File: config.mk
export PLATFORM = sky130hd
export DESIGN_NAME = mm_timer
export DESIGN_NICKNAME = d
export VERILOG_FILES = /design/src/rtl/mm_timer_pkg.sv /design/src/rtl/mm_timer_psc.sv /design/src/rtl/mm_timer_sync.sv /design/src/rtl/mm_timer.sv
export SDC_FILE = /design/constraint.sdc
export NUM_CORES = 1
export LEC_CHECK = 0
export CORE_AREA = 5 5 80 82
export DETAILED_ROUTE_END_ITERATION = 8
export DIE_AREA = 0 0 85 87
export PLACE_DENSITY = 0.78
export SYNTH_ARGS = -nofsm -noshare
export SYNTH_HDL_FRONTEND = slang
export SYNTH_SLANG_ARGS = --single-unit
File: constraint.sdc
create_clock -name clk -period 2.75 [get_ports clk]
set_input_delay 0.4125 -clock clk [delete_from_list [all_inputs] [get_ports clk]]
set_output_delay 0.4125 -clock clk [all_outputs]
set_load 0.05 [all_outputs]
File: src/rtl/mm_timer_pkg.sv
package mm_timer_pkg;

   typedef enum logic [1:0] {
      MODE_TIMER = 2'd0,
      MODE_GATED = 2'd1,
      MODE_SYNC  = 2'd2,
      MODE_ASYNC = 2'd3
   } tmr_mode_e;

   localparam int BIT_SRC  = 1;
   localparam int BIT_SYNC = 2;
   localparam int BIT_PSLO = 4;
   localparam int BIT_GATE = 6;
   localparam int BIT_RUN  = 15;

   localparam logic [1:0] A_CTRL = 2'd0;
   localparam logic [1:0] A_CNT  = 2'd1;
   localparam logic [1:0] A_PER  = 2'd2;
   localparam logic [1:0] A_STAT = 2'd3;

   function automatic tmr_mode_e mode_of(input logic src, input logic syn, input logic gte);
      if (!src) return gte ? MODE_GATED : MODE_TIMER;
      return syn ? MODE_SYNC : MODE_ASYNC;
   endfunction

endpackage

File: src/rtl/mm_timer_psc.sv
module mm_timer_psc #(
   parameter int PSC_W = 8,
   parameter int SH1   = 3,
   parameter int SH2   = 6,
   parameter int SH3   = 8
) (
   input  logic       clk,
   input  logic       rst_n,
   input  logic       clr,
   input  logic       src,
   input  logic [1:0] sel,
   output logic       fire
);
   localparam logic [PSC_W-1:0] LIM1 = PSC_W'((33'd1 << SH1) - 33'd1);
   localparam logic [PSC_W-1:0] LIM2 = PSC_W'((33'd1 << SH2) - 33'd1);
   localparam logic [PSC_W-1:0] LIM3 = PSC_W'((33'd1 << SH3) - 33'd1);

   if (SH1 > PSC_W || SH2 > PSC_W || SH3 > PSC_W) begin : g_bad_shift
      $error("prescaler shift exceeds PSC_W");
   end
   if (!(SH1 < SH2 && SH2 < SH3)) begin : g_bad_order
      $error("prescaler shifts must rise");
   end

   logic [PSC_W-1:0] pcnt_q;
   logic [PSC_W-1:0] lim;

   always_comb begin
      case (sel)
         2'd0:    lim = '0;
         2'd1:    lim = LIM1;
         2'd2:    lim = LIM2;
         default: lim = LIM3;
      endcase
   end

   assign fire = src & ~clr & (pcnt_q == lim);

   always_ff @(posedge clk) begin
      if (!rst_n || clr || fire) pcnt_q <= '0;
      else if (src)              pcnt_q <= pcnt_q + 1'b1;
   end
endmodule

File: src/rtl/mm_timer_sync.sv
module mm_timer_sync #(
   parameter int STAGES = 2
) (
   input  logic clk,
   input  logic rst_n,
   input  logic clr,
   input  logic d,
   output logic pulse
);
   if (STAGES < 1) begin : g_bad_stages
      $error("STAGES must be at least 1");
   end

   logic [STAGES:0] st_q;

   always_ff @(posedge clk) begin
      if (!rst_n || clr) st_q[0] <= 1'b0;
      else               st_q[0] <= d;
   end

   for (genvar i = 1; i <= STAGES; i++) begin : g_stage
      always_ff @(posedge clk) begin
         if (!rst_n || clr) st_q[i] <= 1'b0;
         else               st_q[i] <= st_q[i-1];
      end
   end

   assign pulse = st_q[STAGES-1] & ~st_q[STAGES];
endmodule

File: src/rtl/mm_timer.sv
module mm_timer
   import mm_timer_pkg::*;
#(
   parameter int CNT_W       = 16,
   parameter int PSC_W       = 8,
   parameter int PS_SH1      = 3,
   parameter int PS_SH2      = 6,
   parameter int PS_SH3      = 8,
   parameter int SYNC_STAGES = 2
) (
   input  logic             clk,
   input  logic             rst_n,
   input  logic             wr_en,
   input  logic [1:0]       wr_addr,
   input  logic [CNT_W-1:0] wr_data,
   input  logic [1:0]       rd_addr,
   output logic [CNT_W-1:0] rd_data,
   input  logic             ext_clk_i,
   input  logic             gate_i,
   output logic             irq_o
);
   localparam logic [CNT_W-1:0] CTL_MASK = CNT_W'(17'h08076);

   if (CNT_W < 16) begin : g_bad_width
      $error("CNT_W must hold the 16-bit control word");
   end

   logic [CNT_W-1:0] ctrl_q, cnt_q, per_q;
   logic             flag_q, ext_q, gate_q;
   tmr_mode_e        mode;
   logic             run, wr_ctl, wr_cnt, clr_psc;
   logic             ext_rise, gate_fall, src, fire, sync_pulse, tick, set_flag;

   assign mode      = mode_of(ctrl_q[BIT_SRC], ctrl_q[BIT_SYNC], ctrl_q[BIT_GATE]);
   assign run       = ctrl_q[BIT_RUN];
   assign wr_ctl    = wr_en && wr_addr == A_CTRL;
   assign wr_cnt    = wr_en && wr_addr == A_CNT;
   assign clr_psc   = wr_ctl | wr_cnt;
   assign ext_rise  = ext_clk_i & ~ext_q;
   assign gate_fall = gate_q & ~gate_i;

   always_comb begin
      case (mode)
         MODE_TIMER: src = run;
         MODE_GATED: src = run & gate_i;
         default:    src = run & ext_rise;
      endcase
   end

   mm_timer_psc #(.PSC_W(PSC_W), .SH1(PS_SH1), .SH2(PS_SH2), .SH3(PS_SH3)) psc_i (
      .clk(clk), .rst_n(rst_n), .clr(clr_psc), .src(src),
      .sel(ctrl_q[BIT_PSLO+1:BIT_PSLO]), .fire(fire)
   );

   mm_timer_sync #(.STAGES(SYNC_STAGES)) sync_i (
      .clk(clk), .rst_n(rst_n), .clr(wr_ctl), .d(fire), .pulse(sync_pulse)
   );

   assign tick = ((mode == MODE_SYNC) ? sync_pulse : fire) & ~clr_psc;

   assign set_flag = (tick && cnt_q == per_q && mode != MODE_GATED) ||
                     (run && mode == MODE_GATED && gate_fall);

   always_ff @(posedge clk) begin
      if (!rst_n) begin
         ext_q  <= 1'b0;
         gate_q <= 1'b0;
      end else begin
         ext_q  <= ext_clk_i;
         gate_q <= gate_i;
      end
   end

   always_ff @(posedge clk) begin
      if (!rst_n) begin
         ctrl_q <= '0;
         per_q  <= '1;
      end else if (wr_en) begin
         if (wr_addr == A_CTRL) ctrl_q <= wr_data & CTL_MASK;
         if (wr_addr == A_PER)  per_q  <= wr_data;
      end
   end

   always_ff @(posedge clk) begin
      if (!rst_n)               cnt_q <= '0;
      else if (wr_cnt)          cnt_q <= wr_data;
      else if (tick) begin
         if (cnt_q == per_q)    cnt_q <= '0;
         else                   cnt_q <= cnt_q + 1'b1;
      end
   end

   always_ff @(posedge clk) begin
      if (!rst_n)                                          flag_q <= 1'b0;
      else if (set_flag)                                   flag_q <= 1'b1;
      else if (wr_en && wr_addr == A_STAT && !wr_data[0])  flag_q <= 1'b0;
   end

   always_comb begin
      case (rd_addr)
         A_CTRL:  rd_data = ctrl_q;
         A_CNT:   rd_data = cnt_q;
         A_PER:   rd_data = per_q;
         default: rd_data = CNT_W'(flag_q);
      endcase
   end

   assign irq_o = flag_q;
endmodule

# Word-level counts from Yosys, hierarchy flattened
# Cells that the tools add are included.
[op_classes]
add_sub_neg = 2
n_bitwise = 13
muxes = 12
eq_ne = 12
n_reduce_logical = 22
[ops]
columns = ["operator", "count"]
rows = [
  ["$mux W16", 3],
  ["$pmux W16 S3", 1],
  ["$pmux W8 S3", 1],
  ["$add A16 B1 Y16 const B", 1],
  ["$eq A16 B16 Y1", 1],
  ["$eq A2 B2 Y1 const B", 5],
  ["$add A8 B1 Y8 const B", 1],
  ["$and A1 B1 Y1", 8],
  ["$eq A2 B1 Y1 const B", 4],
  ["$eq A8 B8 Y1", 1],
  ["$logic_and A1 B1 Y1", 8],
  ["$logic_not A2 Y1", 4],
  ["$mux W1", 5],
  ["$logic_or A1 B1 Y1", 4],
  ["$not A1 Y1", 4],
  ["$reduce_and A2 Y1", 2],
  ["$reduce_bool A2 Y1", 2],
  ["$logic_not A1 Y1", 2],
  ["$mux W2", 1],
  ["$ne A2 B1 Y1 const B", 1],
  ["$pmux W1 S2", 1],
  ["$or A1 B1 Y1", 1],
]
[totals]
word_cells = 71
reg_bits = 52
output_inout_bits = 17
in_bits = 25

# Depth between registers and ports, before layout
# Gate-level depths: netlist (run 1).
[logic_depth]
depth_word = 12
mapped_depth = 8

# Cells and area by module
# Synthesis (run 1) repeated with hierarchy kept, for this count alone.
[unflattened]
cells_unflattened = 354
area_unflattened_um2 = 3007.9
[by_module_without_submodules]
columns = ["module", "cells_each", "area_each_um2", "n_inst", "seq_area_each_um2"]
rows = [
  ["mm_timer", 299, 2486.1, 1, 820.8],
  ["mm_timer_psc", 48, 429.2, 1, 160.2],
  ["mm_timer_sync", 7, 92.6, 1, 60.1],
]

# Worst setup path before layout (run 1)
# OpenSTA, ideal clock, no wires.
[synth_timing]
path_type = "in2out"
startpoint = "in rd_addr[0]"
endpoint = "out rd_data[15]"
path_buffers = 1
arrival_ns = 1.976
cell_stages = 3
setup_slack_ns = 0.361
required_ns = 2.338
cell_sequence = "clkbuf_1 -> mux2i_1 -> o21ai_0"
[synth_between]
elab_chain_cells = 2
[synth_lines]
columns = ["item", "line", "rtl"]
rows = [
  ["start, declared", "mm_timer.sv:16", "input logic [1:0] rd_addr,"],
  ["$eq A2 B2 Y1, or another cell as far along", "mm_timer.sv:100", "case (rd_addr)"],
  ["$pmux W16 S3 (*)", "mm_timer.sv:100", ""],
  ["end, declared", "mm_timer.sv:17", "output logic [CNT_W-1:0] rd_data,"],
]
# Every way passes the cells marked *; elsewhere a longest branch is shown, timed or not.

# Worst setup path after layout (run 1)
[layout_timing]
startpoint = "in rd_addr[0]"
endpoint = "out rd_data[4]"
# Same word-level chain as after synthesis.

==> impl_metrics.tcl, run 1 <==
set metrics [dict create \
    finalHoldViolations 0 \
    synth_edf_count 0 \
    mostFrequentLayoutCells "nand2_1, dfxtp_1, nand3_1" \
    via_per_inst 5.99 \
    drtAntennaViolNets 0 \
    io_buffer_count 41 \
    cp_slowest_cell "clkdlybuf4s50_1" \
    drt_wl_total_mm 8.15 \
    ys_types 55 \
    layout_setup_ws_ps 441 \
    critPathMaxStageDelay_ps 560 \
    skew_ps 6.65 \
    cts_buffers 5 \
    cts_tree "built" \
    pre_cts_ws_ps 249 \
    setup.worst_path.class "in2out" \
    avgSynthCellArea_um2 7.79 \
    drtIter0Drc 205 \
    grt.total_usage_pct 22.2 \
    status "complete, no violations" \
    path_cells "clkdlybuf4s50_1 -> nor2b_1 -> buf_4 -> nand2_1 -> o21ai_0 -> buf_12" \
    layout_min_cycle_time_ps 2310 \
    vdd_drop_max_mv 0.303 \
    clockBufferDepth 2 \
    worstPathRequired_ps 2340 \
    finalSetupViolCount 0 \
    num_antenna_cells 0 \
    cts_resized 0 \
    power.density_nw_per_um2 464 \
    ys_warn_count 0 \
    end_kind "output pin" \
    dp_hpwl_mm 5.91 \
    synth_nets 407 \
    fin_util_pct 65.1 \
    placedCellCount 481 \
    fmax_mhz 433 \
    gp_congestion 0.866 \
    r2r_slack_ps 600 \
    fp.dieH_um 87 \
    clkTransAtPathRegs_ps 90 \
    maxSlewViolCount 0 \
    grt_max_degree 23 \
    antenna_found_initial 0 \
    cts_max_level 2 \
    async_flop_share_pct 0 \
    synthCells 380 \
    drive_gt1_share_pct 12.6 \
    grt.overflow.total 0 \
    start_util_pct 52.1 \
    maxSlewHeadroom_pct 61.9 \
    cts_setup_buffers 0 \
    vias 2927 \
    grt_first_pass_wirelength_mm 13.2 \
    mostFrequentLayoutCell "nand2_1" \
    root_buffer "clkbuf_8" \
    drt-wirelength-per-cell_um 16.7 \
    power.leakage_nw 1.47 \
    fp.dieW_um 85 \
    setup.worst_path.start_class "input pin" \
    num_rows 28 \
    cap_violations 0 \
    die-area_um2 7400 \
    clock_sinks 52 \
    dr.pass1.iters 6 \
    min_period_over_period_pct 84.0 \
    path_max_fanout 13 \
    nets 440 \
    coreArea_um2 5680 \
    grt_pass1_vias 2785 \
    synth_flop_cell "dfxtp_1" \
    worst_pin_slew_ps 571 \
    layout.cells.non_filler 489 \
    synth-seq-cells 52 \
    insertion_delay_ps 310 \
    placed_cell_area_um2 3590 \
    cts_hold_buffers 0 \
    drc_errors 0 \
    rsz0062_at_grt "no" \
    netlist_area_um2 2960 \
    area_growth_pct 24.8 \
    fin_area_um2 3690 \
    hold_depth 1 \
    ioPinCount 42 \
    crit_arrival_ps 1900 \
    finalSetupTns_ps 0 \
    min_path_type "reg2reg" \
    reg2reg_depth 7 \
    ys_seq_area_share_pct 35.2 \
]
## final timing paths
kind	to	start
max	rd_data[4]	rd_addr[0]
min	sync_i.st_q[1]	sync_i.st_q[0]
max reg2reg	cnt_q[11]	cnt_q[7]
min reg2reg	sync_i.st_q[1]	sync_i.st_q[0]
## flip-flops by register name, indices dropped and copies added, names as in the netlist
signal and flops:
cnt_q 16, ctrl_q 6, ext_q 1, gate_q 1, irq_o 1, per_q 16, psc_i.pcnt_q 8, sync_i.st_q 3
## cells by family after synthesis
kind of cell	share of synthesized area (%)
xor gates and xnor gates	6.81
and+or+nand+nor	31.7
buffers and inverters	5.71
DFF	35.2
AOI/OAI and AO/OA	16.6
adders and majority gates	0.846
muxes	3.13
## cell usage after synthesis (3+ instances only)
master / instances / area share (%)
inv_1: 7 / 0.89
nand2b_1: 3 / 0.63
a221oi_1: 3 / 0.89
mux2i_1: 7 / 2.4
a22o_1: 10 / 3.0
xor2_1: 21 / 6.2
clkbuf_1: 21 / 2.7
nor4_1: 11 / 2.3
and4_1: 4 / 1.2
and2_1: 3 / 0.63
nor2b_1: 4 / 0.85
buf_2: 4 / 0.68
nand4_1: 7 / 1.5
nor2_1: 13 / 1.6
nand3_1: 29 / 4.9
and3_1: 8 / 1.7
a21oi_1: 19 / 3.2
nor3_1: 6 / 1.0
o21ai_0: 18 / 3.0
nand2_1: 79 / 10
dfxtp_1: 52 / 35
or3_1: 6 / 1.3
## critical path, delay by kind of cell
kind	cells	cell delay (ps)
and+or+nand+nor	2	330
AOI/OAI and AO/OA	1	150
buffers and inverters	3	1000
## layer usage
| layer | vias to the layer above | global-route usage [%] | share of wire, % |
|---|---|---|---|
| met5 | - | 0 | 0 |
| met4 | 0 | 9.21 | 2.2 |
| met3 | 18 | 3.50 | 7.5 |
| met2 | 122 | 38.4 | 50 |
| met1 | 1375 | 27.5 | 41 |
| li1 | 1412 | - | - |
## per-stage QoR
step           total power [W]  hold WS [ps]
2_1_floorplan          0.00104           437
3_3_place_gp           0.00120           440
3_5_place_dp           0.00121           458
4_1_cts                0.00172           479
5_1_grt                0.00179           480
6_report               0.00172           485
## power by group
part	switching, W	total (W)	internal, W
Combinational	0.000193	0.000367	0.000174
Sequential	0.0000471	0.000831	0.000784
Clock	0.000247	0.000517	0.000270
## layout make-up
class	instances	area (µm²)
fillers	504	1980
multi-input cells	292	1750
flip-flops and latches	52	1040
repair buffers	55	676
well taps	75	93.8
clock buffers	6	72.6
clock inverters	2	35.0
inverters	7	26.3
Power figures use the tool's default switching activity.
==> run 2: changes to the inputs <==
==> constraint.sdc (replaced) <==
create_clock -name clk -period 2.34 [get_ports clk]
set_input_delay 0.351 -clock clk [delete_from_list [all_inputs] [get_ports clk]]
set_output_delay 0.351 -clock clk [all_outputs]
set_load 0.05 [all_outputs]
==> impl_metrics.tcl, run 2 (synthesized netlist as in run 1, its figures left out) <==
set metrics [dict create \
    layout_min_cycle_time_ps 2290 \
    fmax_mhz 437 \
    end_kind "output pin" \
    drt-wirelength-per-cell_um 16.7 \
    drc_errors 0 \
    clockBufferDepth 2 \
    fp.dieW_um 85 \
    cts_max_level 2 \
    mostFrequentLayoutCells "nand2_1, dfxtp_1, nand3_1" \
    start_util_pct 52.1 \
    min_period_over_period_pct 97.8 \
    antenna_found_initial 0 \
    setup.worst_path.class "in2out" \
    ioPinCount 42 \
    drtAntennaViolNets 0 \
    vias 2999 \
    num_antenna_cells 0 \
    status "complete, no violations" \
    vdd_drop_max_mv 0.362 \
    fp.dieH_um 87 \
    nets 454 \
    power.density_nw_per_um2 517 \
    dp_hpwl_mm 6.15 \
    layout.cells.non_filler 503 \
    fin_util_pct 67.2 \
    cts_tree "built" \
    clock_sinks 52 \
    drtIter0Drc 334 \
    grt_max_degree 22 \
    setup.worst_path.start_class "input pin" \
    placedCellCount 495 \
    gp_congestion 0.895 \
    path_max_fanout 15 \
    area_growth_pct 28.9 \
    io_buffer_count 41 \
    finalSetupViolCount 0 \
    power.leakage_nw 1.55 \
    maxSlewHeadroom_pct 65.1 \
    coreArea_um2 5680 \
    clkTransAtPathRegs_ps 90 \
    insertion_delay_ps 320 \
    top_regs "cnt_q x16, per_q x16, psc_i.pcnt_q x8" \
    grt_first_pass_wirelength_mm 13.8 \
    finalSetupTns_ps 0 \
    rsz0062_at_grt "no" \
    dr.pass1.iters 5 \
    grt.total_usage_pct 23.5 \
    skew_ps 15.9 \
    cap_violations 0 \
    cts_buffers 5 \
    finalPower_w 0.00197 \
    worst_pin_slew_ps 518 \
    grt.overflow.total 0 \
    num_rows 28 \
    crit_arrival_ps 1940 \
    mostFrequentLayoutCell "nand2_1" \
    grt_pass1_vias 2838 \
    root_buffer "clkbuf_8" \
    die-area_um2 7400 \
    finalHoldViolations 0 \
    via_per_inst 5.96 \
    maxSlewViolCount 0 \
    min_path_type "reg2reg" \
    fill_cells 503 \
    drt_wl_total_mm 8.43 \
    worstPathRequired_ps 1990 \
    drive_gt1_share_pct 15.9 \
]
[run 2: worst max-delay path: stages]
cell and delay (ps):
clkdlybuf4s50_1 630, nor2b_1 300, buf_12 180, nand2_1 60, o21ai_0 210, buf_12 210
[run 2: path summary, 6_finish.rpt]
check	startpoint	endpoint	slack [ps]	cells past startpoint
min	sync_i.st_q[0]	sync_i.st_q[1]	470	1
max reg2reg	per_q[3]	cnt_q[11]	200	7
min reg2reg	sync_i.st_q[0]	sync_i.st_q[1]	470	1
max	rd_addr[0]	rd_data[15]	50	6
[run 2: power by group]
part / total [W] / internal, W / switching (W)
Clock: 0.000539 / 0.000237 / 0.000302
Sequential: 0.000967 / 0.000922 / 0.0000453
Combinational: 0.000467 / 0.000222 / 0.000244
Total: 0.00197 / 0.00138 / 0.000592
[run 2: repair_timing]
item / CTS / global route
resized for setup: 0 / 1
setup buffers: 0 / 0
setup endpoints to repair: 0 / 1
hold buffers: 0 / 0
[run 2: through the flow]
stage	worst slack [ps]	area (µm²)	hold WS (ps)
after floorplan	74.4	2960	437
after CTS	62.7	3810	471
after global placement	75.7	3720	439
after detailed placement	34.3	3720	449
final	51.5	3810	470
after global routing	12.4	3810	485
[run 2: final cells by class]
type,instances,area [µm²],area share (%)
Timing Repair Buffer,69,806,21.1
Inverter,7,26.3,0.689
Clock buffer,6,82.6,2.16
Tap cell,75,93.8,2.46
Multi-Input combinational cell,292,1760,46.0
Clock inverter,2,10.0,0.262
Sequential cell,52,1040,27.3
[run 2: layer usage]
layer | GRT usage [%] | wire length [µm]
met3 | 5.87 | 602
met5 | 0 | 0
met4 | 8.92 | 216
met1 | 29.1 | 3550
met2 | 39.5 | 4060
==> run 3: changes to the inputs <==
==> constraint.sdc (replaced) <==
create_clock -name clk -period 2.34 [get_ports clk]
set_input_delay 0.351 -clock clk [delete_from_list [all_inputs] [get_ports clk]]
set_output_delay 0.351 -clock clk [all_outputs]
set_load 0.1 [all_outputs]
==> impl_metrics.tcl, run 3 (synthesized netlist as in run 1, its figures left out) <==
set metrics [dict create \
    rsz0062_at_grt "no" \
    finalHoldViolations 0 \
    vdd_drop_max_mv 0.290 \
    insertion_delay_ps 310 \
    crit_arrival_ps 1830 \
    multi_input_area_um2 1780 \
    fin_area_um2 3820 \
    use_met3_pct 3.12 \
    nets 455 \
    fp.dieW_um 85 \
    grt_first_pass_wirelength_mm 14.0 \
    path_cells "clkdlybuf4s50_1 -> nor2b_1 -> buf_4 -> a22o_1 -> buf_12" \
    grt.met2_usage_pct 39.3 \
    regArea_um2 1040 \
    worstPathRequired_ps 1990 \
    cpLargestDelayFamily "buffers and inverters" \
    grt.overflow.total 0 \
    end_kind "output pin" \
    gp_congestion 0.890 \
    vias 2970 \
    worst_pin_slew_ps 493 \
    maxSlewViolCount 0 \
    area_growth_pct 29.0 \
    path_buf_inv 3 \
    min_period_over_period_pct 93.0 \
    num_rows 28 \
    fp.dieH_um 87 \
    layout_min_cycle_time_ps 2180 \
    die-area_um2 7400 \
    grt_pass1_vias 2939 \
    grt_max_degree 26 \
    fmax_mhz 459 \
    met1_usage_pct 30.1 \
    skew_ps 9.80 \
    mostFrequentLayoutCell "nand2_1" \
    setup.worst_path.start_class "input pin" \
    drt-wirelength-per-cell_um 16.3 \
    dp_hpwl_mm 6.31 \
    grt-busiest-layer "met2" \
    maxSlewHeadroom_pct 67.0 \
    power.density_nw_per_um2 536 \
    root_buffer "clkbuf_8" \
    cts_buffers 5 \
    cts_hold_buffers 0 \
    power.leakage_nw 1.54 \
    io_buffer_count 41 \
    mostFrequentLayoutCells "nand2_1, dfxtp_1, buf_4" \
    placedCellCount 496 \
    setup.worst_path.class "in2out" \
    cap_violations 0 \
    drtIter0Drc 269 \
    grt.total_usage_pct 23.0 \
    drc_errors 0 \
    dr.pass1.iters 4 \
    start_util_pct 52.1 \
    path_max_fanout 10 \
    layout.cells.non_filler 504 \
    cts_tree "built" \
    status "complete, no violations" \
    min_path_type "reg2reg" \
    cp_slowest_cell "clkdlybuf4s50_1" \
    drive_gt1_share_pct 17.7 \
    finalSetupViolCount 0 \
    num_antenna_cells 0 \
    top_regs "cnt_q x16, per_q x16, psc_i.pcnt_q x8" \
    coreArea_um2 5680 \
    fill_cells 487 \
    clock_sinks 52 \
    critPathMaxStageDelay_ps 650 \
    via_per_inst 5.89 \
    drtAntennaViolNets 0 \
    placed_cell_area_um2 3720 \
    finalSetupTns_ps 0 \
    antenna_found_initial 0 \
    clockBufferDepth 2 \
    drt_wl_total_mm 8.24 \
    clkTransAtPathRegs_ps 100 \
    cts_max_level 2 \
    ioPinCount 42 \
]
==> run 3: final timing paths <==
kind	startpoint	end	slack (ps)	cells after the start
setup / recovery	rd_addr[0]	rd_data[0]	160	5
hold / removal	sync_i.st_q[0]	sync_i.st_q[1]	470	1
setup reg to reg	ctrl_q[5]	cnt_q[3]	210	7
hold reg to reg	sync_i.st_q[0]	sync_i.st_q[1]	470	1
==> run 3: cell type report <==
cell class | count | share of cell area (%)
inverters | 7 | 0.688
repair buffers | 70 | 20.6
well taps | 75 | 2.46
flip-flops and latches | 52 | 27.3
multi-input cells | 292 | 46.6
clock inverters | 3 | 0.623
clock buffers | 5 | 1.80
==> run 3: layer usage <==
metal	wire, µm	vias to the layer above
li1	-	1450
met5	0	-
met2	3980	113
met1	3490	1395
met4	121	0
met3	653	12
==> run 3: report_power, final <==
| part | total, W | internal (W) | switching [W] |
|---|---|---|---|
| clock network | 0.000530 | 0.000213 | 0.000317 |
| logic | 0.000548 | 0.000222 | 0.000326 |
| registers | 0.000967 | 0.000922 | 0.0000451 |
| total | 0.00204 | 0.00136 | 0.000688 |
==> run 3: through the flow <==
stage / utilization [%] / hold slack, ps / worst slack (ps) / power, W
detailed placement: 65.5 / 451 / 45.5 / 0.00153
finish: 67.3 / 474 / 163 / 0.00204
global placement: 65.5 / 438 / 109 / 0.00152
global route: 67.3 / 484 / 95.8 / 0.00212
CTS: 67.2 / 479 / 152 / 0.00204
floorplan: - / 437 / 2.60 / 0.00131
==> run 3: timing repair <==
item | 4_1_cts | 5_1_grt
setup buffers | 0 | 0
gates resized for setup | 0 | 1
endpoints found under the setup margin | 0 | 1
